`config.mk`:
```
export PLATFORM = sky130hd
export DESIGN_NAME = pbs_start_seq
export DESIGN_NICKNAME = d
export VERILOG_FILES = /design/src/rtl/pbs_pkg.sv /design/src/rtl/pbs_ramp.sv /design/src/rtl/pbs_tmo.sv /design/src/rtl/pbs_start_seq.sv
export SDC_FILE = /design/constraint.sdc
export NUM_CORES = 1
export LEC_CHECK = 0
export BUFFER_PORTS_ARGS = -buffer_cell sky130_fd_sc_hd__buf_2
export CORE_MARGIN = 2
export CORE_UTILIZATION = 38
export CTS_BUF_LIST = sky130_fd_sc_hd__clkbuf_16
export CTS_CLUSTER_SIZE = 16
export DETAILED_ROUTE_END_ITERATION = 6
export GPL_ROUTABILITY_DRIVEN = 0
export GPL_TIMING_DRIVEN = 0
export PLACE_DENSITY = 0.68
export RECOVER_POWER = 25
export REMOVE_ABC_BUFFERS = 1
export SYNTH_ARGS = -nofsm -noshare
export SYNTH_HDL_FRONTEND = slang
export SYNTH_SLANG_ARGS = --single-unit
```
`constraint.sdc`:
```
create_clock -name clk_i -period 12.4 [get_ports clk_i]
set_input_delay 1.24 -clock clk_i [delete_from_list [all_inputs] [get_ports clk_i]]
set_output_delay 1.24 -clock clk_i [all_outputs]
set_load 0.05 [all_outputs]
```
`src/rtl/pbs_pkg.sv`:
```
package pbs_pkg;
  typedef enum logic [2:0] {
    ST_OFF, ST_TON_DLY, ST_CHECK, ST_SSTART,
    ST_REG, ST_TOFF_DLY, ST_SSTOP, ST_FAULT
  } seq_st_e;
endpackage

```
`src/rtl/pbs_ramp.sv`:
```
module pbs_ramp #(
  parameter int CW      = 12,
  parameter int TW      = 16,
  parameter int STEP_LG = 4
) (
  input  logic          clk_i,
  input  logic          rst_ni,
  input  logic          up_i,
  input  logic          down_i,
  input  logic          jump_i,
  input  logic          clr_i,
  input  logic [CW-1:0] target_i,
  input  logic [TW-1:0] rise_len_i,
  input  logic [TW-1:0] fall_len_i,
  output logic [CW-1:0] ref_o,
  output logic          busy_o
);
  localparam int NSTEP = 1 << STEP_LG;
  localparam logic [STEP_LG-1:0] LAST = STEP_LG'(NSTEP - 1);

  logic [CW-1:0]      ref_q, inc;
  logic               busy_q, up_q;
  logic [STEP_LG-1:0] stp_q;
  logic [TW-1:0]      tcnt_q, len, len_eff;

  assign inc     = target_i >> STEP_LG;
  assign len     = up_q ? rise_len_i : fall_len_i;
  assign len_eff = (len == '0) ? TW'(1) : len;

  always_ff @(posedge clk_i or negedge rst_ni) begin
    if (!rst_ni) begin
      ref_q  <= '0;
      busy_q <= 1'b0;
      up_q   <= 1'b1;
      stp_q  <= '0;
      tcnt_q <= '0;
    end else if (clr_i) begin
      ref_q  <= '0;
      busy_q <= 1'b0;
    end else if (up_i) begin
      ref_q  <= '0;
      busy_q <= 1'b1;
      up_q   <= 1'b1;
      stp_q  <= '0;
      tcnt_q <= '0;
    end else if (down_i) begin
      busy_q <= 1'b1;
      up_q   <= 1'b0;
      stp_q  <= '0;
      tcnt_q <= '0;
    end else if (jump_i) begin
      ref_q  <= target_i;
      busy_q <= 1'b0;
    end else if (busy_q) begin
      if (tcnt_q == len_eff - TW'(1)) begin
        tcnt_q <= '0;
        stp_q  <= stp_q + STEP_LG'(1);
        if (up_q) begin
          if (stp_q == LAST) begin
            ref_q  <= target_i;
            busy_q <= 1'b0;
          end else begin
            ref_q <= ref_q + inc;
          end
        end else if (stp_q == LAST || ref_q <= inc) begin
          ref_q  <= '0;
          busy_q <= 1'b0;
        end else begin
          ref_q <= ref_q - inc;
        end
      end else begin
        tcnt_q <= tcnt_q + TW'(1);
      end
    end
  end

  assign ref_o  = ref_q;
  assign busy_o = busy_q;
endmodule

```
`src/rtl/pbs_tmo.sv`:
```
module pbs_tmo #(
  parameter int TW = 16
) (
  input  logic          clk_i,
  input  logic          rst_ni,
  input  logic          start_i,
  input  logic          clr_i,
  input  logic          stop_i,
  input  logic [TW-1:0] lim_i,
  output logic          exp_o,
  output logic          flag_o
);
  logic          arm_q, flag_q;
  logic [TW-1:0] cnt_q;

  assign exp_o = arm_q && !stop_i && !start_i && !clr_i && (cnt_q == lim_i);

  always_ff @(posedge clk_i or negedge rst_ni) begin
    if (!rst_ni) begin
      arm_q  <= 1'b0;
      flag_q <= 1'b0;
      cnt_q  <= '0;
    end else if (start_i) begin
      arm_q  <= 1'b1;
      flag_q <= 1'b0;
      cnt_q  <= '0;
    end else if (clr_i) begin
      arm_q  <= 1'b0;
      flag_q <= 1'b0;
    end else if (arm_q) begin
      if (stop_i) begin
        arm_q <= 1'b0;
      end else if (cnt_q == lim_i) begin
        arm_q  <= 1'b0;
        flag_q <= 1'b1;
      end else begin
        cnt_q <= cnt_q + TW'(1);
      end
    end
  end

  assign flag_o = flag_q;
endmodule

```
`src/rtl/pbs_start_seq.sv`:
```
module pbs_start_seq
  import pbs_pkg::*;
#(
  parameter int CW      = 12,
  parameter int TW      = 16,
  parameter int DW      = 10,
  parameter int STEP_LG = 4,
  parameter int SP_RST  = 0
) (
  input  logic          clk_i,
  input  logic          rst_ni,
  input  logic          en_i,
  input  logic [CW-1:0] vout_i,
  input  logic          sp_we_i,
  input  logic [CW-1:0] sp_i,
  input  logic [CW-1:0] sp_max_i,
  input  logic [CW-1:0] pb_lo_i,
  input  logic [CW-1:0] pb_hi_i,
  input  logic [CW-1:0] ov_lim_i,
  input  logic [CW-1:0] uv_lim_i,
  input  logic [TW-1:0] ton_dly_i,
  input  logic [TW-1:0] toff_dly_i,
  input  logic [TW-1:0] rise_tick_i,
  input  logic [TW-1:0] fall_tick_i,
  input  logic [TW-1:0] ton_max_i,
  input  logic [TW-1:0] toff_max_i,
  input  logic [DW-1:0] duty_init_i,
  output logic [CW-1:0] ref_o,
  output logic          sw_en_o,
  output logic          ovp_mask_o,
  output logic          uvp_mask_o,
  output logic          duty_load_o,
  output logic [DW-1:0] duty_o,
  output logic          ton_fault_o,
  output logic          toff_fault_o
);
  seq_st_e       st_q, st_d;
  logic [TW-1:0] dcnt_q, dcnt_d;
  logic [CW-1:0] sp_q;
  logic          ovp_q, uvp_q, dl_q;
  logic [DW-1:0] duty_q;

  logic below_lo, above_hi, above_sp, in_band;
  logic rmp_up, rmp_dn, rmp_jump, rmp_clr, rmp_busy;
  logic ton_go, toff_go, tmo_clr, ton_exp, ton_stop, toff_exp;
  logic ovp_set, uvp_set, mask_drop;

  assign below_lo = vout_i < pb_lo_i;
  assign above_hi = vout_i > pb_hi_i;
  assign above_sp = vout_i > sp_q;
  assign in_band  = (vout_i >= uv_lim_i) && (vout_i <= ov_lim_i);

  always_ff @(posedge clk_i or negedge rst_ni) begin
    if (!rst_ni)                           sp_q <= CW'(SP_RST);
    else if (sp_we_i && sp_i <= sp_max_i)  sp_q <= sp_i;
  end

  always_comb begin
    st_d     = st_q;
    dcnt_d   = '0;
    rmp_up   = 1'b0;
    rmp_dn   = 1'b0;
    rmp_jump = 1'b0;
    rmp_clr  = 1'b0;
    ton_go   = 1'b0;
    toff_go  = 1'b0;
    tmo_clr  = 1'b0;
    ovp_set  = 1'b0;
    uvp_set  = 1'b0;
    unique case (st_q)
      ST_OFF: if (en_i) begin
        st_d    = ST_TON_DLY;
        tmo_clr = 1'b1;
      end
      ST_TON_DLY: begin
        dcnt_d = dcnt_q + TW'(1);
        if (!en_i)                   st_d = ST_OFF;
        else if (dcnt_q >= ton_dly_i) st_d = ST_CHECK;
      end
      ST_CHECK: begin
        if (!en_i)         st_d = ST_OFF;
        else if (above_hi) st_d = ST_FAULT;
        else if (below_lo) begin
          st_d   = ST_SSTART;
          rmp_up = 1'b1;
          ton_go = 1'b1;
        end else begin
          st_d     = ST_REG;
          rmp_jump = 1'b1;
          ton_go   = 1'b1;
          ovp_set  = above_sp;
          uvp_set  = !above_sp;
        end
      end
      ST_SSTART: begin
        if (!en_i) st_d = ST_TOFF_DLY;
        else if (ton_exp) begin
          st_d    = ST_FAULT;
          rmp_clr = 1'b1;
        end else if (!rmp_busy) st_d = ST_REG;
      end
      ST_REG: begin
        if (!en_i) st_d = ST_TOFF_DLY;
        else if (ton_exp) begin
          st_d    = ST_FAULT;
          rmp_clr = 1'b1;
        end else rmp_jump = 1'b1;
      end
      ST_TOFF_DLY: begin
        dcnt_d = dcnt_q + TW'(1);
        if (dcnt_q >= toff_dly_i) begin
          st_d    = ST_SSTOP;
          rmp_dn  = 1'b1;
          toff_go = 1'b1;
        end
      end
      ST_SSTOP: if (!rmp_busy) st_d = ST_OFF;
      ST_FAULT: if (!en_i) st_d = ST_OFF;
      default:  st_d = ST_OFF;
    endcase
  end

  always_ff @(posedge clk_i or negedge rst_ni) begin
    if (!rst_ni) begin
      st_q   <= ST_OFF;
      dcnt_q <= '0;
    end else begin
      st_q   <= st_d;
      dcnt_q <= dcnt_d;
    end
  end

  // masks only live while the output is actively held up
  assign mask_drop = st_d inside {ST_OFF, ST_FAULT, ST_TOFF_DLY};

  always_ff @(posedge clk_i or negedge rst_ni) begin
    if (!rst_ni) begin
      ovp_q  <= 1'b0;
      uvp_q  <= 1'b0;
      dl_q   <= 1'b0;
      duty_q <= '0;
    end else begin
      dl_q <= ovp_set | uvp_set;
      if (ovp_set | uvp_set) duty_q <= duty_init_i;
      if (mask_drop)                      ovp_q <= 1'b0;
      else if (ovp_set)                   ovp_q <= 1'b1;
      else if (ovp_q && vout_i < ov_lim_i) ovp_q <= 1'b0;
      if (mask_drop)                      uvp_q <= 1'b0;
      else if (uvp_set)                   uvp_q <= 1'b1;
      else if (uvp_q && vout_i > uv_lim_i) uvp_q <= 1'b0;
    end
  end

  pbs_ramp #(.CW(CW), .TW(TW), .STEP_LG(STEP_LG)) u_ramp (
    .clk_i      (clk_i),
    .rst_ni     (rst_ni),
    .up_i       (rmp_up),
    .down_i     (rmp_dn),
    .jump_i     (rmp_jump),
    .clr_i      (rmp_clr),
    .target_i   (sp_q),
    .rise_len_i (rise_tick_i),
    .fall_len_i (fall_tick_i),
    .ref_o      (ref_o),
    .busy_o     (rmp_busy)
  );

  assign ton_stop = in_band || !(st_q inside {ST_SSTART, ST_REG});

  pbs_tmo #(.TW(TW)) u_ton_tmo (
    .clk_i   (clk_i),
    .rst_ni  (rst_ni),
    .start_i (ton_go),
    .clr_i   (tmo_clr),
    .stop_i  (ton_stop),
    .lim_i   (ton_max_i),
    .exp_o   (ton_exp),
    .flag_o  (ton_fault_o)
  );

  pbs_tmo #(.TW(TW)) u_toff_tmo (
    .clk_i   (clk_i),
    .rst_ni  (rst_ni),
    .start_i (toff_go),
    .clr_i   (tmo_clr),
    .stop_i  (below_lo),
    .lim_i   (toff_max_i),
    .exp_o   (toff_exp),
    .flag_o  (toff_fault_o)
  );

  logic unused_exp;
  assign unused_exp = toff_exp;

  assign sw_en_o     = st_q inside {ST_SSTART, ST_REG, ST_TOFF_DLY, ST_SSTOP};
  assign ovp_mask_o  = ovp_q;
  assign uvp_mask_o  = uvp_q;
  assign duty_load_o = dl_q;
  assign duty_o      = duty_q;
endmodule

```
== Yosys cells after proc, flatten, opt, wreduce, memory -nomap -nowiden ==
Cells that the tools add are included.

* Multiplexer cells: 112
* Bitwise operators: 2
* Reductions and logical operators: 44
* Magnitude comparators: 11
* Add/sub/neg operators: 8
* Equal/unequal tests: 23

{| class="wikitable"
|+ Operators by type and width
! kind !! count
|-
| two-way mux 16 bit || 18
|-
| two-way mux 12 bit || 9
|-
| adder 16 x 1 -> 16 bit, second input constant || 4
|-
| two-way mux 1 bit || 64
|-
| equality test 16 bit || 3
|-
| two-way mux 3 bit || 14
|-
| > comparator 12 bit || 3
|-
| greater-or-equal comparator 16 bit || 2
|-
| nonzero test 3 bit || 9
|-
| less-or-equal comparator 12 bit || 2
|-
| less-than comparator 12 bit || 2
|-
| one-hot mux 3 bit (8 select lines) || 1
|-
| two-way mux 4 bit || 5
|-
| equality test 3 bit, second input constant || 6
|-
| zero test 16 bit || 1
|-
| subtractor 16 x 1 -> 16 bit, second input constant || 1
|-
| adder 12 x 8 -> 12 bit || 1
|-
| greater-or-equal comparator 12 bit || 1
|-
| less-or-equal comparator 12 x 8 -> 1 bit || 1
|-
| AND reduction 3 bit || 4
|-
| AND reduction 4 bit || 3
|-
| nonzero test 4 bit || 3
|-
| subtractor 12 x 8 -> 12 bit || 1
|-
| logical AND 1 bit || 8
|-
| 18 further kinds || 34
|}

* Bits in registers: 114
* Input port bits: 194
* Output and inout port bits: 28

== Longest topological paths before layout ==
* Depth in word-level cells: 16
* Mapped depth: 17

== Cells and area by module ==
A second synthesis with hierarchy kept.

* Cell total of the unflattened synthesis: 1,313
* Area total of the unflattened synthesis: 11,031.8 um^2

{| class="wikitable"
|+ Modules (own cells, without submodules)
! module !! area each (um^2) !! cells an instance !! times used
|-
| pbs_start_seq || 4,947.2 || 605 || 1
|-
| pbs_ramp || 3,696.0 || 457 || 1
|-
| pbs_tmo (u_ton_tmo) || 1,208.7 || 126 || 1
|-
| pbs_tmo (u_toff_tmo) || 1,179.9 || 125 || 1
|}

== Least setup slack after synthesis ==
Ideal clock, no wire load.

* Path type: input -> register
* Start point: in fall_tick_i[4]
* End point: reg u_ramp.tcnt_q[10]
* Path buffers: 1
* Data arrival time: 4.351 ns
* Slack: 7.928 ns
* Stages: 15
* Path through: or4_1 nor2_1 o2111a_1 a21oi_1 ha_1 xnor2_1 xnor2_1 and3_1 o2111ai_1 or4b_1 nor4_1 o21a_2 buf_6 o31ai_1 a22o_1

* Word-level cells in the longest chain between the ends: 10

{| class="wikitable"
|+ Ends and longest elaborated chain
! what !! line !! source
|-
| start: declaration || pbs_start_seq.sv:24 || <nowiki>input logic [TW-1:0] fall_tick_i,</nowiki>
|-
| two-way mux 16 bit * || pbs_ramp.sv:27 || <nowiki>assign len = up_q ? rise_len_i : fall_len_i;</nowiki>
|-
| zero test 16 bit || pbs_ramp.sv:28 || <nowiki>assign len_eff = (len == '0) ? TW'(1) : len;</nowiki>
|-
| two-way mux 16 bit * || pbs_ramp.sv:28 ||
|-
| subtractor 16 x 1 -> 16 bit * || pbs_ramp.sv:55 || <nowiki>if (tcnt_q == len_eff - TW'(1)) begin</nowiki>
|-
| equality test 16 bit * || pbs_ramp.sv:55 ||
|-
| two-way mux 16 bit * || pbs_ramp.sv:55 ||
|-
| two-way mux 16 bit * || pbs_ramp.sv:54 || <nowiki>end else if (busy_q) begin</nowiki>
|-
| two-way mux 16 bit * || pbs_ramp.sv:51 || <nowiki>end else if (jump_i) begin</nowiki>
|-
| two-way mux 16 bit * || pbs_ramp.sv:46 || <nowiki>end else if (down_i) begin</nowiki>
|-
| two-way mux 16 bit * || pbs_ramp.sv:40 || <nowiki>end else if (up_i) begin</nowiki>
|-
| end signal: assignment || pbs_ramp.sv:72 || <nowiki>tcnt_q <= tcnt_q + TW'(1);</nowiki>
|-
| end: declaration || pbs_ramp.sv:24 || <nowiki>logic [TW-1:0] tcnt_q, len, len_eff;</nowiki>
|}

Mark *: on every way between the ends. The rest lies on a longest branch, timed or not. The select of a mux whose other input is x is not followed.
A chain may end at the register's enable or synchronous reset.

==> results.sh <==
export IMPL_status="finished with violations"
export IMPL_violations="max-capacitance violations, max-slew violations"
export IMPL_cp_required_ns=11.79
export IMPL_clock_latency_ns=0.42
export IMPL_cts_buffer_depth=2
export IMPL_syn_instance_count=1287
export IMPL_worst_path_max_fanout=88
export IMPL_cts_root_buf="clkbuf_16"
export IMPL_grt_overflow_total=0
export IMPL_cap_violations=2
export IMPL_grt_max_degree=89
export IMPL_clkSinkCount=114
export IMPL_htreeDepth=4
export IMPL_grt_usage_pct=20.8
export IMPL_place_hpwl_um=23800
export IMPL_synth_area_per_cell_um2=8.20
export IMPL_rows=61
export IMPL_synth_area_um2=10600
export IMPL_numCtsBuffers=17
export IMPL_finalClockSkew_ns=0.0105
export IMPL_grt_pass1_vias=9854
export IMPL_ys_types=75
export IMPL_cts_hold_fix_buffers=0
export IMPL_ant_nets=0
export IMPL_num_nets_final=1810
export IMPL_ys_seq_area_share_pct=27.0
export IMPL_synthFlopType="dfrtp_1"
export IMPL_ys_warn_count=0
export IMPL_stdcell_area_um2=12600
export IMPL_yosysTopAreaCellShare_pct=26.8
export IMPL_setup_ws_ns=5.93
export IMPL_final_util_pct=45.7
export IMPL_die_h_um=171
export IMPL_wirelength_um=30300
export IMPL_min_path_type="reg2reg"
export IMPL_arrival_ns=5.87
export IMPL_drtIter0Drc=686
export IMPL_dieArea_um2=29100
export IMPL_crit_chain="clkbuf_1 -> clkbuf_1"
export IMPL_io_buffers=221
export IMPL_drc_errors=0
export IMPL_whs_ns=0.479
export IMPL_crit_family="buffers and inverters"
export IMPL_slew_viol_final=117
export IMPL_place_ws_ns=6.78
export IMPL_start_util_pct=38.3
export IMPL_cts_setup_buffers=0
export IMPL_num_vias=10300
export IMPL_start_kind="input pin"
export IMPL_antenna_found_initial=4
export IMPL_rsz0062_at_grt="false"
export IMPL_die_w_um=171
export IMPL_synth_area_top_cells="dfrtp_1, ha_1, inv_1, xnor2_1, nand2_1"
export IMPL_cts_resized=0
export IMPL_drt_pass1_iterations=5
export IMPL_drive_gt1_share_pct=18.4
export IMPL_synthTopCellsByCount="inv_1, ha_1, dfrtp_1, nand2_1, nor2_1"
export IMPL_power_leakage_nw=6.60
export IMPL_powerDensity_nw_per_um2=131
export IMPL_cts_tree="done"
export IMPL_via_per_inst=5.46
export IMPL_slowest_delay_ns=3.38
export IMPL_area_growth_pct=19.4
export IMPL_synth_most_common_cell="inv_1"
export IMPL_worst_pin_slew_ns=4.76
export IMPL_hold_viol=0
export IMPL_slew_limit_headroom_pct=-217
export IMPL_cp_end_kind="asynchronous set/reset pin"
export IMPL_grt_pass1_wl_um=48600
export IMPL_async_flop_share_pct=100
export IMPL_clk_pin_slew_ns=0.06
export IMPL_place_area_um2=12000
export IMPL_drt_wirelength_per_cell_um=16.1
export IMPL_core_um2=27600
export IMPL_setup_tns_ns=0
export IMPL_cp_common_cell="clkbuf_1"
export IMPL_synth_edf_count=0
export IMPL_setup_viol=0
export IMPL_io_pins=222
export IMPL_timing_final_crit_share_pct=52.2
export IMPL_crit_type="in2async"
export IMPL_yosysTopAreaCell="dfrtp_1"
export IMPL_cpMaxStageDelayCell="clkbuf_1"
export IMPL_peakVddDrop_uv=92.3
export IMPL_synth_seq_cells=114
export IMPL_max_freq_mhz=154
export IMPL_min_period_ns=6.47
export IMPL_crit_buf_inv=2
==> final timing paths <==
path / slack [ns] / endpoint / startpoint / depth (start not counted)
setup / recovery: 5.93 / dcnt_q[12]$_DFF_PN0_ / rst_ni / 2
hold / removal: 0.48 / dcnt_q[0]$_DFF_PN0_ / dcnt_q[0]$_DFF_PN0_ / 1
setup reg to reg: 6.90 / u_ramp.tcnt_q[0]$_DFFE_PN0P_ / u_ramp.up_q$_DFFE_PN1P_ / 13
hold reg to reg: 0.48 / dcnt_q[0]$_DFF_PN0_ / dcnt_q[0]$_DFF_PN0_ / 1
max in group clk_i: 6.90 / u_ramp.tcnt_q[0]$_DFFE_PN0P_ / u_ramp.up_q$_DFFE_PN1P_ / 13
min in group asynchronous: 1.21 / u_ramp.ref_o[8]$_DFFE_PN0P_ / rst_ni / 1
==> routing by layer <==
layer,GRT usage [%],wire (µm),up-vias
met5,0,23,-
met4,7.73,761,4
met3,4.40,2010,60
met2,34.7,14400,360
met1,26.6,13100,4818
li1,-,-,5040
==> state kept, by name, summed over array words and instances (netlist names), 4 cells and up <==
register          count
dcnt_q               16
duty_o               10
sp_q                 12
u_ramp.ref_o         12
u_ramp.stp_q          4
u_ramp.tcnt_q        16
u_toff_tmo.cnt_q     16
u_ton_tmo.cnt_q      16
==> layout make-up <==
| type | instances | area, µm² |
|---|---|---|
| Clock inverter | 15 | 179 |
| Fill cell | 2765 | 15000 |
| Inverter | 133 | 499 |
| Antenna cell | 2 | 5.00 |
| Sequential cell | 114 | 2850 |
| Timing Repair Buffer | 224 | 1130 |
| Multi-Input combinational cell | 999 | 7030 |
| Tap cell | 378 | 473 |
| Clock buffer | 17 | 425 |
==> worst reg2reg max path, cell delays in order, from the launching register on <==
cell,delay [ns]
dfstp_2,1.11
inv_1,0.52
o31ai_1,0.53
o2111a_1,0.36
a21oi_1,0.10
ha_1,0.23
o21ai_0,0.34
or3_1,0.24
nand3_1,0.07
or4b_1,0.53
nor4_1,0.29
o21a_2,0.48
nor3_2,0.25
mux2_2,0.35
==> cell families after synthesis <==
logic type | synth area share, %
fa+ha+maj | 15.2
xor+xnor | 7.63
compound gates | 20.0
buf+inv | 6.48
flops | 27.0
simple gates | 21.5
mux | 2.22
==> cells in the final DEF (no fill, tap or decap), types with 6 or more instances in the layout <==
cell type / synthesis / routed
buf_2: 4 / 220
inv_1: 133 / 133
ha_1: 125 / 125
dfrtp_1: 113 / 113
nand2_1: 111 / 111
nor2_1: 92 / 92
a21oi_1: 72 / 71
o21ai_0: 70 / 70
xnor2_1: 48 / 48
xor2_1: 44 / 44
nand4_1: 35 / 35
nand3_1: 33 / 33
and3_1: 30 / 30
nor3_1: 29 / 29
o31ai_1: 28 / 27
nor2b_1: 27 / 27
mux2i_1: 20 / 20
a21o_1: 19 / 19
or3_1: 18 / 18
clkbuf_16: 0 / 17
nand2b_1: 16 / 16
a22o_1: 15 / 15
a211oi_1: 14 / 14
nor4_1: 11 / 11
a31oi_1: 10 / 10
and2_1: 9 / 9
o21a_1: 8 / 8
o211ai_1: 8 / 8
o22ai_1: 8 / 8
nor3b_1: 6 / 6
and4_1: 6 / 6
==> through the flow <==
step / instances / total power [W]
floorplan: 1246 / 0.000934
global placement: 1845 / 0.00111
detailed placement: 1848 / 0.00113
CTS: 1880 / 0.00165
global route: 1882 / 0.00175
finish: 1882 / 0.00165
==> power breakdown <==
part	switching, W	leakage, nW	total, W	internal [W]
combinational	0.000389	4.81	0.000654	0.000264
sequential	0.0000645	1.51	0.000476	0.000412
clock	0.000197	0.290	0.000515	0.000318
Note: power is estimated with default switching activity, not from simulation.
